[src/rtl/avgdet_pkg.sv]
package avgdet_pkg;

   typedef enum logic [1:0] {
      STEP_HOLD  = 2'd0,
      STEP_RAISE = 2'd1,
      STEP_LOWER = 2'd2
   } step_move_e;

   // Number of base ticks minus one between updates at a given step.
   function automatic logic [15:0] rate_limit(input int unsigned top, input int unsigned s);
      int unsigned sh;
      sh = (s > top) ? 0 : (top - s);
      return 16'((32'd1 << sh) - 32'd1);
   endfunction

endpackage

[src/rtl/avgdet_edge_sync.sv]
module avgdet_edge_sync #(
   parameter int STAGES = 2
) (
   input  logic clk,
   input  logic rst_n,
   input  logic pin,
   output logic toggled
);
   if (STAGES < 2) begin : g_bad_stages
      $error("avgdet_edge_sync: STAGES must be at least 2");
   end

   logic [STAGES-1:0] chain;
   logic              last_q;

   always_ff @(posedge clk) begin
      if (!rst_n) chain[0] <= 1'b0;
      else        chain[0] <= pin;
   end

   for (genvar i = 1; i < STAGES; i++) begin : g_stage
      always_ff @(posedge clk) begin
         if (!rst_n) chain[i] <= 1'b0;
         else        chain[i] <= chain[i-1];
      end
   end

   always_ff @(posedge clk) begin
      if (!rst_n) last_q <= 1'b0;
      else        last_q <= chain[STAGES-1];
   end

   assign toggled = chain[STAGES-1] ^ last_q;

endmodule

[src/rtl/avgdet_tick_div.sv]
module avgdet_tick_div #(
   parameter int XW = 11
) (
   input  logic          clk,
   input  logic          rst_n,
   input  logic [XW-1:0] div_m1,
   output logic          tick
);
   if (XW < 1 || XW > 20) begin : g_bad_xw
      $error("avgdet_tick_div: XW out of range");
   end

   localparam int DW = XW + 1;

   logic [DW-1:0] dcnt;
   logic [DW-1:0] span_m1;

   // 2*(div_m1+1)-1
   assign span_m1 = {div_m1, 1'b1};
   assign tick    = (dcnt >= span_m1);

   always_ff @(posedge clk) begin
      if (!rst_n)    dcnt <= '0;
      else if (tick) dcnt <= '0;
      else           dcnt <= dcnt + 1'b1;
   end

   AST_TICK_WRAP: assert property (@(posedge clk) disable iff (!rst_n)
      tick |=> (dcnt == '0));

endmodule

[src/rtl/avgdet_step_ctrl.sv]
module avgdet_step_ctrl
   import avgdet_pkg::*;
#(
   parameter int NSTEP = 11,
   parameter int SW    = 4
) (
   input  logic          clk,
   input  logic          rst_n,
   input  logic          up_ev,
   input  logic          dn_ev,
   output logic [SW-1:0] step
);
   localparam int TOP = NSTEP - 1;

   if (NSTEP < 2 || (1 << SW) < NSTEP) begin : g_bad_step
      $error("avgdet_step_ctrl: SW too narrow for NSTEP");
   end

   step_move_e    move;
   logic [SW-1:0] step_q;

   always_comb begin
      move = STEP_HOLD;
      if (up_ev && !dn_ev && step_q != SW'(TOP)) move = STEP_RAISE;
      if (dn_ev && !up_ev && step_q != '0)       move = STEP_LOWER;
   end

   always_ff @(posedge clk) begin
      if (!rst_n) step_q <= '0;
      else begin
         case (move)
            STEP_RAISE: step_q <= step_q + 1'b1;
            STEP_LOWER: step_q <= step_q - 1'b1;
            default:    step_q <= step_q;
         endcase
      end
   end

   assign step = step_q;

   AST_STEP_RANGE: assert property (@(posedge clk) disable iff (!rst_n)
      step_q <= SW'(TOP));
   AST_CANCEL: assert property (@(posedge clk) disable iff (!rst_n)
      (up_ev && dn_ev) |=> $stable(step_q));
   AST_RAISE: assert property (@(posedge clk) disable iff (!rst_n)
      (up_ev && !dn_ev && step_q < SW'(TOP)) |=> (step_q == $past(step_q) + 1'b1));
   AST_LOWER: assert property (@(posedge clk) disable iff (!rst_n)
      (dn_ev && !up_ev && step_q != '0) |=> (step_q == $past(step_q) - 1'b1));
   AST_QUIET: assert property (@(posedge clk) disable iff (!rst_n)
      (!up_ev && !dn_ev) |=> $stable(step_q));

endmodule

[src/rtl/avgdet_rate_gate.sv]
module avgdet_rate_gate
   import avgdet_pkg::*;
#(
   parameter int NSTEP = 11,
   parameter int SW    = 4
) (
   input  logic          clk,
   input  logic          rst_n,
   input  logic          tick,
   input  logic [SW-1:0] step,
   output logic          update
);
   localparam int TOP = NSTEP - 1;
   localparam int RW  = (TOP < 1) ? 1 : TOP;

   if (NSTEP > 17) begin : g_bad_nstep
      $error("avgdet_rate_gate: NSTEP too large for rate limit");
   end

   logic [RW-1:0] rcnt;
   logic [RW-1:0] lim;

   assign lim    = RW'(rate_limit(TOP, int'(step)));
   assign update = tick && (rcnt >= lim);

   always_ff @(posedge clk) begin
      if (!rst_n)      rcnt <= '0;
      else if (update) rcnt <= '0;
      else if (tick)   rcnt <= rcnt + 1'b1;
   end

   AST_GATE_SUBSET: assert property (@(posedge clk) disable iff (!rst_n)
      update |-> tick);
   AST_GATE_HOLD: assert property (@(posedge clk) disable iff (!rst_n)
      !tick |=> $stable(rcnt));

endmodule

[src/rtl/avgdet_track_cnt.sv]
module avgdet_track_cnt #(
   parameter int CW = 8
) (
   input  logic          clk,
   input  logic          rst_n,
   input  logic          update,
   input  logic          above,
   output logic [CW-1:0] level
);
   if (CW < 2) begin : g_bad_cw
      $error("avgdet_track_cnt: CW must be at least 2");
   end

   localparam logic [CW-1:0] MID = CW'(1) << (CW - 1);
   localparam logic [CW-1:0] MAX = '1;

   logic [CW-1:0] lvl_q;

   always_ff @(posedge clk) begin
      if (!rst_n) lvl_q <= MID;
      else if (update) begin
         if (above && lvl_q != MAX)      lvl_q <= lvl_q + 1'b1;
         else if (!above && lvl_q != '0) lvl_q <= lvl_q - 1'b1;
      end
   end

   assign level = lvl_q;

   AST_LVL_HOLD: assert property (@(posedge clk) disable iff (!rst_n)
      !update |=> $stable(lvl_q));
   AST_LVL_UP: assert property (@(posedge clk) disable iff (!rst_n)
      (update && above && lvl_q != MAX) |=> (lvl_q == $past(lvl_q) + 1'b1));
   AST_LVL_DN: assert property (@(posedge clk) disable iff (!rst_n)
      (update && !above && lvl_q != '0) |=> (lvl_q == $past(lvl_q) - 1'b1));
   AST_NO_OVERFLOW: assert property (@(posedge clk) disable iff (!rst_n)
      (update && above && lvl_q == MAX) |=> (lvl_q == MAX));
   AST_NO_UNDERFLOW: assert property (@(posedge clk) disable iff (!rst_n)
      (update && !above && lvl_q == '0) |=> (lvl_q == '0));

endmodule

[src/rtl/avgdet_bw_stepper.sv]
module avgdet_bw_stepper
   import avgdet_pkg::*;
#(
   parameter int CW     = 8,
   parameter int XW     = 11,
   parameter int NSTEP  = 11,
   parameter int SYNC_N = 2,
   localparam int SW    = $clog2(NSTEP)
) (
   input  logic          clk,
   input  logic          rst_n,
   input  logic [XW-1:0] div_m1,
   input  logic          bw_up_pin,
   input  logic          bw_dn_pin,
   input  logic          above_flag,
   output logic [CW-1:0] level,
   output logic [SW-1:0] bw_step
);
   logic [1:0] pins;
   logic [1:0] evs;
   logic       base_tick;
   logic       upd;

   assign pins = {bw_dn_pin, bw_up_pin};

   for (genvar p = 0; p < 2; p++) begin : g_pin
      avgdet_edge_sync #(.STAGES(SYNC_N)) u_sync (
         .clk     (clk),
         .rst_n   (rst_n),
         .pin     (pins[p]),
         .toggled (evs[p])
      );
   end

   avgdet_step_ctrl #(.NSTEP(NSTEP), .SW(SW)) u_step (
      .clk   (clk),
      .rst_n (rst_n),
      .up_ev (evs[0]),
      .dn_ev (evs[1]),
      .step  (bw_step)
   );

   avgdet_tick_div #(.XW(XW)) u_div (
      .clk    (clk),
      .rst_n  (rst_n),
      .div_m1 (div_m1),
      .tick   (base_tick)
   );

   avgdet_rate_gate #(.NSTEP(NSTEP), .SW(SW)) u_gate (
      .clk    (clk),
      .rst_n  (rst_n),
      .tick   (base_tick),
      .step   (bw_step),
      .update (upd)
   );

   avgdet_track_cnt #(.CW(CW)) u_cnt (
      .clk    (clk),
      .rst_n  (rst_n),
      .update (upd),
      .above  (above_flag),
      .level  (level)
   );

   AST_TOP_UPD_TOP: assert property (@(posedge clk) disable iff (!rst_n)
      (base_tick && bw_step == SW'(NSTEP - 1)) |-> upd);

endmodule

[config.mk]
export PLATFORM = sky130hd
export DESIGN_NAME = avgdet_bw_stepper
export DESIGN_NICKNAME = d
export VERILOG_FILES = /design/src/rtl/avgdet_pkg.sv /design/src/rtl/avgdet_edge_sync.sv /design/src/rtl/avgdet_tick_div.sv /design/src/rtl/avgdet_step_ctrl.sv /design/src/rtl/avgdet_rate_gate.sv /design/src/rtl/avgdet_track_cnt.sv /design/src/rtl/avgdet_bw_stepper.sv
export SDC_FILE = /design/constraint.sdc
export NUM_CORES = 1
export LEC_CHECK = 0
export BUFFER_PORTS_ARGS = -buffer_cell sky130_fd_sc_hd__buf_4
export CAP_MARGIN = 20
export CELL_PAD_IN_SITES_DETAIL_PLACEMENT = 0
export CELL_PAD_IN_SITES_GLOBAL_PLACEMENT = 2
export CORE_MARGIN = 4
export CORE_UTILIZATION = 37
export CTS_CLUSTER_SIZE = 20
export DETAILED_ROUTE_END_ITERATION = 10
export GPL_TIMING_DRIVEN = 0
export PLACE_DENSITY_LB_ADDON = 0.12
export SYNTH_ARGS = -nofsm -noshare
export SYNTH_HDL_FRONTEND = slang
export SYNTH_HIERARCHICAL = 1
export SYNTH_SLANG_ARGS = --single-unit
[constraint.sdc]
create_clock -name clk -period 4.67 [get_ports clk]
set_input_delay 0.7005 -clock clk [delete_from_list [all_inputs] [get_ports clk]]
set_output_delay 0.7005 -clock clk [all_outputs]
set_load 0.01 [all_outputs]
==> impl_summary.log <==
[metrics] startpoint-to-endpoint class of the critical path: register to register
[metrics] routed length per placed instance: ~13 µm
[metrics] final estimated routing congestion in global placement: 0.7872
[metrics] wire length of the first global-routing pass: 11,270 µm
[metrics] Final Non-Filler Cells: 482
[metrics] number of global-route vias before repair: 2,441
[metrics] Root Driver: clkbuf_8
[metrics] height of the die: 97.98 µm
[metrics] depth of the CTS H-tree: 2
[metrics] remaining max-slew budget at the tightest pin: 0.6530
[metrics] sink count of the clock tree: 40
[metrics] Total Die Area: roughly 9600 µm²
[metrics] critical path endpoint category: register
[metrics] clock latency on the worst-skew pair: 290 ps
[metrics] transition time at the pin with the least slew margin: about 520 ps
[metrics] IO buf count: 27
[metrics] iteration-0 DRC count of the detailed router: 93
[metrics] TritonCTS buffer count: 5
[metrics] synthesized cell area: about 3000 µm²
[metrics] total instance count after detailed placement: 474
[metrics] ANT cells: 0
[metrics] part of the cycle the worst path needs: 0.8882
[metrics] kind of start point of the critical path: register
[metrics] top_reg_cell synth: dfxtp_1
[metrics] Via-to-Cell Ratio: 5.191
[metrics] layout cell share with drive strength beyond 1: 0.1842
[metrics] post-synthesis cell type with the largest combined area: dfxtp_1
[metrics] total global-route track usage: 0.1376
[metrics] Arr. time, crit path: around 4300 ps
[metrics] initial antenna violation count: 0
[metrics] Setup Slack @ Placement: 301.2 ps
[metrics] register clock-pin slew on the reported worst setup and hold paths: approximately 80 ps
[metrics] number of unique standard cell types used by synthesis: 67
[metrics] largest family of logic cells by synthesized area: simple AND/OR/NAND/NOR gates
[metrics] proportion of netlist area held by the largest area contributor: 0.2673
[metrics] maximum ir drop on the vdd rail: 127.7 µV
[metrics] area grow syn2layout: 16.75%
[metrics] Mapped Cells: around 350
[metrics] setup repair after global routing missed its margin: no
[metrics] average cell area after synthesis: 8.682 µm²
[metrics] detailed-router iteration count before antenna repair: 4
[metrics] status: finished, final reports clean
[metrics] mux share of post-synthesis cell area: 0.02381
[metrics] DRT Wirelength: roughly 6400 µm
[metrics] maximum fanout along the worst path: 10
[metrics] static leakage: 1.592 nW
[metrics] effective utilization at floorplan: 0.3837
[metrics] Horiz. Die Dim: roughly 100 µm
[metrics] DR DRC count: 0
[metrics] classification of the worst-slack hold path: register to register
[metrics] maximum buffer depth of the clock tree: 2
[metrics] number of warning messages in the yosys log: 6
[metrics] final hold violation count: 0
[metrics] Setup TNS Final: 0 ps
[metrics] final setup violating endpoints: 0
[metrics] number of vias in the routed layout: 2,502
[metrics] net count of the mapped netlist: 396
[metrics] largest cells by area after synthesis: dfxtp_1 (27%), ha_1 (14%), xnor2_1 (4.4%)
[metrics] Post-synth EDFFs: 0
[metrics] shortest clock period the worst path allows after layout: 4148 ps
[metrics] total overflow reported by the global router: 0
[metrics] Final #Nets: 430
[metrics] Maximum Capacitance Violations: 0
[metrics] I/O pin cnt: 28
[metrics] Simple-Gate Fraction of Synth Area: 0.2452
[metrics] area of the core: 7807 µm²
[metrics] required time of the worst setup path: 4860 ps
[metrics] row count: 32
[metrics] maximum achievable frequency: 0.2411 GHz
[metrics] maximum number of pins on one net before global-route repair: 19
[metrics] sequential cell area fraction in the yosys report: 0.2673
[metrics] max-slew violations: 0
[metrics] least setup slack across all paths after layout: 522.0 ps
[metrics] share of synthesized flip-flops with an asynchronous set or reset: 0
[metrics] total of flip-flops plus latches after synthesis: 40
[metrics] post-layout power: 0.0008944 W
[metrics] fraction of the mapped netlist area in compound gates: 0.1850
[metrics] number of routed nets with antenna violations: 0
[metrics] TritonCTS clock tree: done
[metrics] worst clock skew: 4.491 ps
[metrics] detailed-placement wirelength estimate: 4822 µm
[metrics] share of synthesized cell area in full adder, half adder and majority cells: 0.1512
[metrics] Power Density: 255.8 nW/µm²
[metrics] parity-gate share of the synthesized area counting xor and xnor cells: 0.08187
-- layer usage --
layer,track usage,up-vias,wire length [µm],part of all wire
li1,-,1319,-,-
met1,0.1882,1157,3207,0.50
met2,0.2257,19,2958,0.46
met3,0.02000,7,118,0.019
met4,0.03834,0,85,0.013
met5,0,-,0,0
-- stage by stage --
step / area (µm²) / hold slack [ps] / utilization
6_report: 3497 / 429.9 / 0.4479
3_5_place_dp: 3326 / 409.7 / 0.4260
2_1_floorplan: 2995 / 405.7 / -
3_3_place_gp: 3326 / 410.7 / 0.4260
4_1_cts: 3485 / 430.6 / 0.4463
5_1_grt: 3497 / 445.4 / 0.4479
-- cell families after synthesis --
group / count (synthesis)
buffers and inverters: 32
flip-flops: 40
AND/OR/NAND/NOR: 126
XOR/XNOR: 28
multiplexers: 7
AO/OA/AOI/OAI: 77
adder cells (fa/ha/maj): 35
-- cells in the mapped netlist, types with 6 or more instances --
library cell,count
dfxtp_1,40
ha_1,33
nand2_1,26
inv_1,24
a21oi_1,22
nor2_1,18
nand3_1,16
nor3_1,16
xnor2_1,15
xor2_1,13
a211oi_1,10
nand4_1,7
o21ai_0,7
mux2i_1,6
o21a_1,6
-- timing repair --
item                                   in CTS  in global routing
hold buffers                                0                  0
setup endpoints to repair                   0                  2
endpoints found under the hold margin       0                  0
resized for setup                           0                  2
setup buffers                               0                  0
-- worst paths after layout --
path,slack (ps),endpoint,from,cells after the start
min reg2reg,430,g_pin[1].u_sync/chain[1],g_pin[1].u_sync/chain[0],1
max reg2reg,520,u_cnt/level[7],u_step/step[0],18
max,520,u_cnt/level[7],u_step/step[0],18
min,430,g_pin[1].u_sync/chain[1],g_pin[1].u_sync/chain[0],1
-- registers in the layout (all words and copies together), names as in the netlist --
signal,cells
u_cnt/level,8
g_pin.u_sync/last_q,2
g_pin.u_sync/chain,4
u_step/step,4
u_div/dcnt,12
u_gate/rcnt,10
-- report_power, final --
| group | internal, W | total [W] | switching, W |
|---|---|---|---|
| sequential | 0.000349 | 0.000362 | 0.0000131 |
| clock | 0.000267 | 0.000395 | 0.000128 |
| combinational | 0.0000631 | 0.000138 | 0.0000747 |
-- cell usage in the layout (no fill, tap or decap), types with 4 or more instances in the layout --
cell      count
o21ai_0       7
clkbuf_8      5
nand2b_1      4
nor2_1       18
xnor2_1      15
mux2i_1       6
dfxtp_1      39
a211oi_1     10
inv_1        24
nand3_1      16
o31ai_1       4
xor2_1       13
nand2_1      26
and2_1        5
nand4_1       7
a21oi_1      22
o21a_1        6
nor3_1       16
buf_4        30
ha_1         33
-- area by class of cell --
cell class	count	area (µm²)
Sequential cell	40	802.0
Fill cell	807	4310
Clock inverter	3	90.09
Multi-Input combinational cell	273	2069
Clock buffer	5	68.82
Buffer	7	42.54
Tap cell	102	127.6
Inverter	25	93.84
Timing Repair Buffer	27	202.7
-- worst max-delay path, stage by stage (launching register included) --
cell	delay, ps
dfxtp_1	510
ha_1	240
buf_2	200
and2_4	170
a21oi_1	40
o22ai_1	130
nand3_1	100
ha_1	220
or4b_1	470
o31ai_1	80
a21oi_1	130
ha_1	290
o21a_1	150
o21ai_1	120
a41oi_4	320
and2_1	270
nand3b_1	90
mux2i_1	150
mux2_2	340
No activity file was read; power rests on OpenSTA's default activity.
